[config.mk]
export PLATFORM = sky130hd
export DESIGN_NAME = rtc_calendar_top
export DESIGN_NICKNAME = d
export VERILOG_FILES = /design/src/rtl/rtc_cal_pkg.sv /design/src/rtl/rtc_wrap_cnt.sv /design/src/rtl/rtc_hour_unit.sv /design/src/rtl/rtc_date_unit.sv /design/src/rtl/rtc_calendar_top.sv
export SDC_FILE = /design/constraint.sdc
export NUM_CORES = 1
export LEC_CHECK = 0
export BUFFER_PORTS_ARGS = -buffer_cell sky130_fd_sc_hd__buf_2
export CORE_ASPECT_RATIO = 0.6
export CORE_UTILIZATION = 50
export CTS_CLUSTER_SIZE = 24
export DETAILED_ROUTE_END_ITERATION = 10
export PLACE_DENSITY = 0.8
export RECOVER_POWER = 25
export SETUP_SLACK_MARGIN = 0.4
export SLEW_MARGIN = 20
export SYNTH_ARGS = -nofsm -noshare
export SYNTH_HDL_FRONTEND = slang
export SYNTH_SLANG_ARGS = --single-unit
[constraint.sdc]
create_clock -name clk -period 2.8 [get_ports clk]
set_input_delay 0.14 -clock clk [delete_from_list [all_inputs] [get_ports clk]]
set_output_delay 0.14 -clock clk [all_outputs]
set_load 0.02 [all_outputs]
[src/rtl/rtc_cal_pkg.sv]
package rtc_cal_pkg;

    localparam int SEC_W  = 6;
    localparam int MIN_W  = 6;
    localparam int HOUR_W = 5;
    localparam int DAY_W  = 5;
    localparam int MON_W  = 4;
    localparam int YEAR_W = 7;
    localparam int DOW_W  = 3;
    localparam int SEL_W  = 3;
    localparam int DATA_W = 8;
    localparam int NUM_SEL = 1 << SEL_W;

    localparam int SEC_LAST    = 59;
    localparam int MIN_LAST    = 59;
    localparam int HOUR24_LAST = 23;
    localparam int HOUR12_LAST = 11;
    localparam int MON_LAST    = 12;
    localparam int YEAR_LAST   = 99;
    localparam int DOW_LAST    = 6;

    localparam int PM_BIT = DATA_W - 1;

    typedef enum logic [SEL_W-1:0] {
        SEL_SEC  = 3'd0,
        SEL_MIN  = 3'd1,
        SEL_HOUR = 3'd2,
        SEL_DAY  = 3'd3,
        SEL_MON  = 3'd4,
        SEL_YEAR = 3'd5,
        SEL_DOW  = 3'd6,
        SEL_CTRL = 3'd7
    } field_sel_e;

    typedef struct packed {
        logic mode24;
        logic run;
    } ctrl_t;

    // Two-digit year: multiples of four are leap years.
    function automatic logic leap_year(input logic [YEAR_W-1:0] y);
        return (y[1:0] == 2'b00);
    endfunction

    function automatic logic [DAY_W-1:0] month_len(input logic [MON_W-1:0] m,
                                                   input logic leap);
        logic [DAY_W-1:0] n;
        case (m)
            4'd2:                    n = leap ? 5'd29 : 5'd28;
            4'd4, 4'd6, 4'd9, 4'd11: n = 5'd30;
            default:                 n = 5'd31;
        endcase
        return n;
    endfunction

endpackage

[src/rtl/rtc_wrap_cnt.sv]
module rtc_wrap_cnt #(
    parameter int W     = 6,
    parameter int FIRST = 0,
    parameter int LAST  = 59
) (
    input  logic         clk,
    input  logic         rst,
    input  logic         step,
    input  logic         ld,
    input  logic [W-1:0] ld_val,
    output logic [W-1:0] q,
    output logic         wrap
);
    localparam logic [W-1:0] FIRST_V = W'(FIRST);
    localparam logic [W-1:0] LAST_V  = W'(LAST);

    // ">=" lets an out-of-range load recover on its next step.
    assign wrap = step && (q >= LAST_V);

    always_ff @(posedge clk) begin
        if (rst) begin
            q <= FIRST_V;
        end else if (ld) begin
            q <= ld_val;
        end else if (step) begin
            q <= wrap ? FIRST_V : q + 1'b1;
        end
    end
endmodule

[src/rtl/rtc_hour_unit.sv]
module rtc_hour_unit
    import rtc_cal_pkg::*;
(
    input  logic              clk,
    input  logic              rst,
    input  logic              step,
    input  logic              mode24,
    input  logic              ld,
    input  logic [HOUR_W-1:0] ld_hour,
    input  logic              ld_pm,
    output logic [HOUR_W-1:0] hour,
    output logic              pm,
    output logic              day_step
);
    logic at_last;

    assign at_last  = mode24 ? (hour >= HOUR_W'(HOUR24_LAST))
                             : (hour >= HOUR_W'(HOUR12_LAST));
    // 12-hour mode: the date turns only on the afternoon-to-morning wrap.
    assign day_step = step && at_last && (mode24 || pm);

    always_ff @(posedge clk) begin
        if (rst) begin
            hour <= '0;
            pm   <= 1'b0;
        end else if (ld) begin
            hour <= ld_hour;
            pm   <= ld_pm && !mode24;
        end else if (step) begin
            if (at_last) begin
                hour <= '0;
                if (!mode24) begin
                    pm <= !pm;
                end
            end else begin
                hour <= hour + 1'b1;
            end
        end
    end
endmodule

[src/rtl/rtc_date_unit.sv]
module rtc_date_unit
    import rtc_cal_pkg::*;
(
    input  logic             clk,
    input  logic             rst,
    input  logic             step,
    input  logic             leap,
    input  logic             ld_day,
    input  logic [DAY_W-1:0] ld_day_val,
    input  logic             ld_mon,
    input  logic [MON_W-1:0] ld_mon_val,
    output logic [DAY_W-1:0] day,
    output logic [MON_W-1:0] month,
    output logic             year_step
);
    logic month_end;
    logic year_end;

    // A day past the month's end (invalid load) counts as the last day.
    assign month_end = (day >= month_len(month, leap));
    assign year_end  = (month >= MON_W'(MON_LAST));
    assign year_step = step && month_end && year_end;

    always_ff @(posedge clk) begin
        if (rst) begin
            day   <= DAY_W'(1);
            month <= MON_W'(1);
        end else begin
            if (ld_day) begin
                day <= ld_day_val;
            end else if (step) begin
                day <= month_end ? DAY_W'(1) : day + 1'b1;
            end
            if (ld_mon) begin
                month <= ld_mon_val;
            end else if (step && month_end) begin
                month <= year_end ? MON_W'(1) : month + 1'b1;
            end
        end
    end
endmodule

[src/rtl/rtc_calendar_top.sv]
module rtc_calendar_top
    import rtc_cal_pkg::*;
(
    input  logic              clk,
    input  logic              rst,
    input  logic              tick_1hz,
    input  logic              wr_en,
    input  logic [SEL_W-1:0]  wr_sel,
    input  logic [DATA_W-1:0] wr_data,
    output logic              run_o,
    output logic              mode24_o,
    output logic [SEC_W-1:0]  sec_o,
    output logic [MIN_W-1:0]  min_o,
    output logic [HOUR_W-1:0] hour_o,
    output logic              pm_o,
    output logic [DAY_W-1:0]  day_o,
    output logic [MON_W-1:0]  month_o,
    output logic [YEAR_W-1:0] year_o,
    output logic [DOW_W-1:0]  dow_o
);
    logic [NUM_SEL-1:0] ld;
    ctrl_t              ctrl_q;
    logic               step_sec;
    logic               sec_wrap;
    logic               min_wrap;
    logic               day_step;
    logic               year_step;
    logic               year_wrap;
    logic               dow_wrap;
    logic               pm_raw;

    for (genvar i = 0; i < NUM_SEL; i++) begin : g_ld
        assign ld[i] = wr_en && (wr_sel == SEL_W'(i));
    end

    always_ff @(posedge clk) begin
        if (rst) begin
            ctrl_q <= '0;
        end else if (ld[SEL_CTRL]) begin
            ctrl_q.run    <= wr_data[0];
            ctrl_q.mode24 <= wr_data[1];
        end
    end

    // Any write in a cycle suppresses that cycle's tick.
    assign step_sec = tick_1hz && ctrl_q.run && !wr_en;

    rtc_wrap_cnt #(.W(SEC_W), .FIRST(0), .LAST(SEC_LAST)) u_sec (
        .clk(clk), .rst(rst), .step(step_sec), .ld(ld[SEL_SEC]),
        .ld_val(wr_data[SEC_W-1:0]), .q(sec_o), .wrap(sec_wrap)
    );

    rtc_wrap_cnt #(.W(MIN_W), .FIRST(0), .LAST(MIN_LAST)) u_min (
        .clk(clk), .rst(rst), .step(sec_wrap), .ld(ld[SEL_MIN]),
        .ld_val(wr_data[MIN_W-1:0]), .q(min_o), .wrap(min_wrap)
    );

    rtc_hour_unit u_hour (
        .clk(clk), .rst(rst), .step(min_wrap), .mode24(ctrl_q.mode24),
        .ld(ld[SEL_HOUR]), .ld_hour(wr_data[HOUR_W-1:0]),
        .ld_pm(wr_data[PM_BIT]), .hour(hour_o), .pm(pm_raw),
        .day_step(day_step)
    );

    rtc_date_unit u_date (
        .clk(clk), .rst(rst), .step(day_step), .leap(leap_year(year_o)),
        .ld_day(ld[SEL_DAY]), .ld_day_val(wr_data[DAY_W-1:0]),
        .ld_mon(ld[SEL_MON]), .ld_mon_val(wr_data[MON_W-1:0]),
        .day(day_o), .month(month_o), .year_step(year_step)
    );

    rtc_wrap_cnt #(.W(YEAR_W), .FIRST(0), .LAST(YEAR_LAST)) u_year (
        .clk(clk), .rst(rst), .step(year_step), .ld(ld[SEL_YEAR]),
        .ld_val(wr_data[YEAR_W-1:0]), .q(year_o), .wrap(year_wrap)
    );

    rtc_wrap_cnt #(.W(DOW_W), .FIRST(0), .LAST(DOW_LAST)) u_dow (
        .clk(clk), .rst(rst), .step(day_step), .ld(ld[SEL_DOW]),
        .ld_val(wr_data[DOW_W-1:0]), .q(dow_o), .wrap(dow_wrap)
    );

    assign run_o    = ctrl_q.run;
    assign mode24_o = ctrl_q.mode24;
    assign pm_o     = pm_raw && !ctrl_q.mode24;

    logic unused_wraps;
    assign unused_wraps = year_wrap ^ dow_wrap;
endmodule

# Word-level counts from Yosys, hierarchy flattened
# Index checks and enable logic that the tools add are counted.
[totals]
regBits = 39
[classes]
n_addsub = 7
muxes = 28
order_cmp = 8
eq_ne = 13
reduce_logical = 36
[op_table]
columns = ["operator", "count"]
rows = [
  ["$mux W6", 6],
  ["$mux W5", 6],
  ["$mux W7", 3],
  ["$logic_and A1 B1 Y1", 20],
  ["$reduce_bool A2 Y1", 8],
  ["$add A6 B1 Y6 const B", 2],
  ["$eq A3 B3 Y1 const B", 4],
  ["$ge A6 B6 Y1 const B", 2],
  ["$mux W4", 3],
  ["$add A5 B1 Y5 const B", 2],
  ["$pmux W5 S2", 1],
  ["$mux W3", 3],
  ["$eq A4 B3 Y1 const B", 2],
  ["$eq A4 B4 Y1 const B", 2],
  ["$add A7 B1 Y7 const B", 1],
  ["$ge A7 B7 Y1 const B", 1],
  ["$eq A3 B2 Y1 const B", 2],
  ["$mux W1", 6],
  ["$ge A5 B4 Y1 const B", 1],
  ["$ge A5 B5 Y1", 1],
  ["$ge A5 B5 Y1 const B", 1],
  ["$add A4 B1 Y4 const B", 1],
  ["$eq A4 B2 Y1 const B", 1],
  ["$ge A4 B4 Y1 const B", 1],
  ["other kinds (10)", 12],
]

# Longest topological paths before layout
# Gate-level depths: netlist (run 1).
[logic_depth]
ltp_word = 12
depth_mapped = 14
ltp_nobuf = 12

# Hierarchy
# From an unflattened synthesis (run 1), not the netlist that was laid out.
[hier_totals]
hier_cells = 331
area_unflattened_um2 = 2706.3
[by_module_without_submodules]
columns = ["module", "seq_area_each_um2", "instances", "area_per_inst_um2", "cells_per_inst"]
rows = [
  ["rtc_wrap_cnt at u_min ...", 120.1, 2, 379.1, 47],
  ["rtc_date_unit", 180.2, 1, 719.4, 90],
  ["rtc_wrap_cnt at u_year", 140.1, 1, 460.4, 57],
  ["rtc_hour_unit", 120.1, 1, 395.4, 43],
  ["rtc_wrap_cnt at u_dow", 60.1, 1, 202.7, 23],
  ["rtc_calendar_top", 40.0, 1, 170.2, 24],
]

# Worst setup path before layout (run 1)
# No wires, ideal clock.
[synth_timing]
kind = "reg2reg"
from = "register u_date.month[0]"
to = "register u_year.q[3]"
arrival_ns = 2.975
path_buffers = 2
setup_slack_ns = -0.252
path_stages_with_launch = 15
cell_sequence = "dfxtp_1 -> inv_1 -> ha_1 -> o21ai_0 -> o21ai_0 -> o21ai_0 -> ha_1 -> nand2b_1 -> a21oi_1 -> or2_1 -> clkbuf_4 -> or3_1 -> buf_6 -> or4_1 -> a41oi_2"
[synth_via]
elab_chain_cells = 10
word_cells_on_any_way = 16
[synth_lines]
columns = ["item", "line", "source"]
rows = [
  ["start: declaration", "rtc_date_unit.sv:13", "output logic [MON_W-1:0] month,"],
  ["start signal: assignment", "rtc_date_unit.sv:35", "month <= ld_mon_val;"],
  ["start signal: assignment", "rtc_date_unit.sv:37", "month <= year_end ? MON_W'(1) : month + 1'b1;"],
  ["$eq A4 B3 Y1 or $eq A4 B4 Y1 (tied branches)", "rtc_cal_pkg.sv:48", "case (m)"],
  ["$reduce_or A4 Y1", "rtc_cal_pkg.sv:48", ""],
  ["$pmux W5 S2", "rtc_cal_pkg.sv:48", ""],
  ["$ge A5 B5 Y1", "rtc_date_unit.sv:20", "assign month_end = (day >= month_len(month, leap));"],
  ["$logic_and A1 B1 Y1", "rtc_date_unit.sv:22", "assign year_step = step && month_end && year_end;"],
  ["$logic_and A1 B1 Y1 *", "rtc_date_unit.sv:22", ""],
  ["$logic_and A1 B1 Y1", "rtc_wrap_cnt.sv:18", "assign wrap = step && (q >= LAST_V);"],
  ["$mux W7", "rtc_wrap_cnt.sv:26", "q <= wrap ? FIRST_V : q + 1'b1;"],
  ["$mux W7", "rtc_wrap_cnt.sv:25", "end else if (step) begin"],
  ["$mux W7", "rtc_wrap_cnt.sv:23", "end else if (ld) begin"],
  ["end signal: assignment", "rtc_wrap_cnt.sv:24", "q <= ld_val;"],
  ["end signal: assignment", "rtc_wrap_cnt.sv:26", ""],
  ["end: declaration", "rtc_wrap_cnt.sv:11", "output logic [W-1:0] q,"],
]
# Mark *: on every way between the ends. The rest lies on a longest branch, timed or not. The select of a mux whose other input is x is not followed.
# A chain may end at the register's enable or synchronous reset.

# Worst setup path after layout (run 1)
[layout_timing]
from = "register u_date.month[1]"
to = "register u_year.q[5]"
# The elaborated chain is that of the path after synthesis.

==> flow_summary.toml, run 1 <==
[outcome]
status = "finished clean"

[detailed_routing]
routed_wl_um = 7720
drt_pre_antenna_iters = 5
drc = 0
vias = 2862
ant_nets = 0
via_per_inst = 6.30
avgRoutedWirePerCell_um = 17.0
drtIter0Drc = 215

[hold_path]
min_from = "wr_data[5]"
hold_class = "in2reg"

[placement]
gp_congestion = 0.907
pre_cts_ws_ns = 0.171
place_inst = 441
port_buffers = 53
hpwl_um = 5260

[layout]
layout_commonest_cell = "nor2_1"
layout_common_cells = "nor2_1, buf_2, dfxtp_1, nand2_1, nand3_1"
n_fill_cell = 407
layout.nets = 419
multiInputGateArea_um2 = 1830
seqCellArea_um2 = 796
drive_gt1_frac = 0.243
diodes = 0
area_growth_pct = 22.6
final_cells = 454
utilization = 0.669

[grt]
grt_max_degree = 41
antenna_found_initial = 0
grt_pass1_vias = 2471
overflow = 0
grt_pass1_wl_um = 12200
grt.total_usage = 0.289

[power]
intPower_uw = 867
swShare = 0.292
pwr-share-seq = 0.496
power_frac_clock = 0.361
comb_power_share = 0.143
p_leak_uw = 0.00117
p_sw_uw = 357
p_per_area_nw_per_um2 = 383
max-vdd-ir-drop_uv = 230

[synthesis]
synth_nets = 364
synth_edf_count = 0
syn_area_um2 = 2600
ys.flop_type = "dfxtp_1"
yosysSeqAreaShare = 0.300
synth_top_area_share = 0.300
avgSynthCellArea_um2 = 7.78
syn_inst = 335
yosys_warnings = 0
ys_ff_latch = 39
async_reset_ff_frac = 0
synth_area_leaders = "dfxtp_1, ha_1, nor2_1, nand2_1, a21oi_1"
ys_types = 58
yosysTopAreaCell = "dfxtp_1"

[timing]
drv_slew = 0
hold_viol = 0
finalSetupViolCount = 0
tightest_slew_ns = 0.800
skew_ns = 0.00968
worst_slack_ns = 0.166
period_minus_slack_ns = 2.63
slew_headroom = 0.467
rsz0062_at_grt = "yes"
clock.fmax_ghz = 0.380
fin_tns_setup_ns = 0
post-route-period-util = 0.941

[cts]
cts_buffer_depth = 2
root_buffer = "clkbuf_8"
h-tree-depth = 2
cts_buffers = 5
cts_hold_buf = 0
clk_latency_ns = 0.30
clock-sinks = 39
cts_tree = "built"
clkTransAtPathRegs_ns = 0.08

[flow_run]
max-cap-violations = 0

[critical_path]
cp_common_cell = "o21ai_2"
critPathArrivalTime_ns = 2.86
cp-start-kind = "flop"
end_kind = "flop"
startpoint = "u_date.month[1]"
reg2reg_from = "u_date.month[1]"
cp_top_family = "simple AND/OR/NAND/NOR gates"
path_class = "reg2reg"
worstPathCellList = "inv_4 -> ha_4 -> nor2_4 -> o21ai_2 -> o21ai_2 -> ha_1 -> nand2b_4 -> a21oi_4 -> or2_1 -> or3_4 -> or4_4 -> a31oi_1"
critPathSlowestCell = "or4_4"
slowest_delay_ns = 0.48
worstPathMaxFanout = 5
critical_path_buf_inv_count = 1
required_ns = 3.03

[floorplan]
coreArea_um2 = 4780
die-area_um2 = 5510
ios = 54
die_width_um = 95.2
rows = 19
initial_core_util = 0.545
dieHeight_um = 57.9
[metrics by stage]
| step | hold slack (ns) | cell area (um^2) | total power [uW] |
|---|---|---|---|
| global route | 0.148 | 3190 | 1270 |
| global placement | 0.437 | 2950 | 775 |
| floorplan | 0.276 | 2680 | 719 |
| detailed placement | 0.439 | 2950 | 779 |
| finish | 0.137 | 3190 | 1220 |
| CTS | 0.122 | 3120 | 1210 |
[per-layer routing]
layer / part of all wire / global-route usage / up-vias
met5: 0 / 0 / -
li1: - / - / 1362
met3: 0.10 / 0.0538 / 15
met4: 0.018 / 0.0887 / 0
met2: 0.41 / 0.406 / 153
met1: 0.46 / 0.442 / 1332
[registers in the layout, indices dropped and copies added (netlist names)]
register and cells:
mode24_o 1, u_min.q 6, u_year.q 7, run_o 1
u_hour.hour 5, u_sec.q 6, u_dow.q 3, u_hour.pm 1
u_date.day 5, u_date.month 4
[kinds of logic (layout without fill, tap and decap cells)]
| group | count (synthesis) | after routing | share of synthesized area |
|---|---|---|---|
| compound gates | 92 | 92 | 0.253 |
| xor+xnor | 4 | 4 | 0.0135 |
| fa+ha+maj | 14 | 14 | 0.0672 |
| buf+inv | 29 | 85 | 0.0576 |
| flops | 39 | 39 | 0.300 |
| mux | 3 | 3 | 0.0115 |
| simple gates | 154 | 154 | 0.298 |
[cell usage after synthesis, drive strengths merged (7+ instances only)]
cell,number
clkbuf,10
nand2,33
inv,14
dfxtp,39
nor2,46
nand2b,7
o21ai,20
a21oi,20
nand3,20
nor3,12
a31oi,7
ha,14
[area by class of cell]
type,count,share of cell area
tap,63,0.0247
sequential,39,0.249
timing repair buffer,63,0.103
multi-input combinational,267,0.574
clock buffer,8,0.0317
inverter,14,0.0180
[path summary, 6_finish.rpt]
| kind | endpoint | cells past startpoint | slack, ns |
|---|---|---|---|
| setup / recovery | u_year.q[5] | 12 | 0.17 |
| hold / removal | u_min.q[5] | 3 | 0.14 |
| setup reg to reg | u_year.q[5] | 12 | 0.17 |
| hold reg to reg | u_year.q[1] | 2 | 0.53 |
[worst min-delay path, cell delays in order]
cell and delay, ns:
buf_2 0.14, nand2_1 0.07, a21oi_1 0.05
[power groups by stage]
stage / sequential [uW] / combinational, uW / clock [uW]
after floorplan: 633 / 85.6 / 0
after global placement: 616 / 159 / 0
after detailed placement: 617 / 162 / 0
after CTS: 604 / 167 / 443
after global routing: 611 / 190 / 470
final: 607 / 175 / 442
[what timing repair did]
item                       CTS  global route
setup buffers                5             0
pin swaps                    5            14
gates resized for setup      8            21
setup endpoints to repair    9            18
Power figures use the tool's default switching activity.
==> inputs of run 2 (changes only) <==
Settings changed: PLACE_DENSITY 0.8 to 0.79, SYNTH_HIERARCHICAL set to 1.
==> run 2 against run 1 <==
  * The run now ends with max-capacitance violations, max-slew violations left
  * Sequential share of layout area fell by 1.8 points
  * Total power is 8.6% higher
  * Combinational power shrank 4%
  * Flip-flop and latch count is the same
  * Non-clock buffer count rose by 9
  * Setup slack better by 0.097 ns
  * Critical path type unchanged
==> flow_summary.toml, run 2 <==
[layout]
drive_gt1_frac = 0.314
diodes = 0
layout_commonest_cell = "buf_2"
final_cells = 461
utilization = 0.677
regMostFlops = "u_year/q"
area_growth_pct = 28.7
top_regs = "u_year/q x7, u_min/q x6, u_sec/q x6"
largest_reg_flops = 7
layout.nets = 422
n_fill_cell = 409
layout_common_cells = "buf_2, a21oi_1, dfxtp_1, inv_1"

[critical_path]
critPathSlowestCell = "dfxtp_1"
cp_common_cell = "nor2_4"
cp-start-kind = "flop"
required_ns = 2.88
worstPathMaxFanout = 8
critical_path_buf_inv_count = 3
slowest_delay_ns = 0.48
path_class = "reg2reg"
cp_top_family = "simple AND/OR/NAND/NOR gates"
critPathArrivalTime_ns = 2.61
end_kind = "flop"
r2r_setup_slack_ns = 0.26
worstPathCellList = "nand3_2 -> nor2_4 -> o21ai_4 -> nor2_4 -> o21ai_2 -> a21oi_4 -> and3_4 -> nand3_4 -> nor2_2 -> buf_6 -> inv_4 -> nor2_4 -> buf_4 -> a211oi_2"

[detailed_routing]
vias = 2828
routed_wl_um = 7730
via_per_inst = 6.13
drt_pre_antenna_iters = 5
avgRoutedWirePerCell_um = 16.8
drc = 0
drtIter0Drc = 221
ant_nets = 0

[floorplan]
initial_core_util = 0.526
die-area_um2 = 5710
die_width_um = 96.8
rows = 20
coreArea_um2 = 5130
dieHeight_um = 58.9
ios = 54

[timing]
rsz0062_at_grt = "yes"
fin_tns_setup_ns = 0
period_minus_slack_ns = 2.54
post-route-period-util = 0.906
finalSetupViolCount = 0
skew_ns = 0.0108
slew_headroom = -0.439
tightest_slew_ns = 2.16
drv_slew = 51
hold_viol = 0
clock.fmax_ghz = 0.394

[power]
p_leak_uw = 0.00133
p_per_area_nw_per_um2 = 383
max-vdd-ir-drop_uv = 267

[cts]
h-tree-depth = 2
clock-sinks = 39
clk_latency_ns = 0.30
cts_buffer_depth = 2
cts_hold_buf = 0
clkTransAtPathRegs_ns = 0.09
cts_buffers = 5
cts_tree = "built"
root_buffer = "clkbuf_8"

[synthesis]
yosys_warnings = 6
avgSynthCellArea_um2 = 8.20
syn_inst = 329
synth_nets = 357
syn_area_um2 = 2700

[grt]
antenna_found_initial = 0
grt.total_usage = 0.265
grt_pass1_wl_um = 12100
grt_pass1_vias = 2500
grt_max_degree = 51
overflow = 0

[outcome]
status = "complete, but fails checks"
violations = "max-capacitance violations, max-slew violations"

[placement]
port_buffers = 53
hpwl_um = 5150
place_inst = 444
gp_congestion = 0.896

[hold_path]
hold_class = "in2reg"

[flow_run]
max-cap-violations = 1
run 2: metal layers:
metal	track usage	share of wire	vias up
met2	0.410	0.44	102
met5	0	0	-
met3	0.0546	0.064	13
met4	0.0768	0.013	0
li1	-	-	1372
met1	0.376	0.48	1341
run 2: cell type report:
cell class	instances	area [um^2]	share of cell area
sequential	39	802	0.231
clock buffer	6	72.6	0.0209
multi-input combinational	243	1930	0.555
tap	66	82.6	0.0238
timing repair buffer	72	400	0.115
clock inverter	2	60.1	0.0173
inverter	33	129	0.0371
run 2: worst register-to-register path, delay by kind of cell (launching register included):
family | cells | cell delay, ns
AOI/OAI and AO/OA | 4 | 0.37
buffers and inverters | 3 | 0.34
and+or+nand+nor | 7 | 1.11
DFF | 1 | 0.48
run 2: report_power, final:
part           leakage, uW  internal (uW)  total [uW]  switching [uW]
registers         0.000320            567         594            26.9
logic             0.000948           63.5         168             105
clock network    0.0000654            357         567             211
run 2: final timing paths:
| kind | startpoint | cells after the start | end |
|---|---|---|---|
| max reg2reg | u_sec/q[3] | 14 | u_year/q[3] |
| min reg2reg | run_o | 2 | run_o |
| min | wr_data[5] | 3 | u_min/q[5] |
| max | u_sec/q[3] | 14 | u_year/q[3] |
run 2: metrics by stage:
stage	hold slack [ns]	cell area (um^2)	worst slack [ns]	total power [uW]
after global placement	0.435	3140	0.249	760
after CTS	0.133	3360	0.395	1330
after floorplan	0.219	2790	0.187	703
final	0.142	3470	0.263	1330
after global routing	0.142	3470	0.145	1380
after detailed placement	0.437	3140	0.171	765
run 2: repair_timing:
item / CTS / global route
gates resized for setup: 18 / 25
buffers inserted: 4 / 5
pin swaps: 5 / 13
endpoints found under the setup margin: 12 / 15
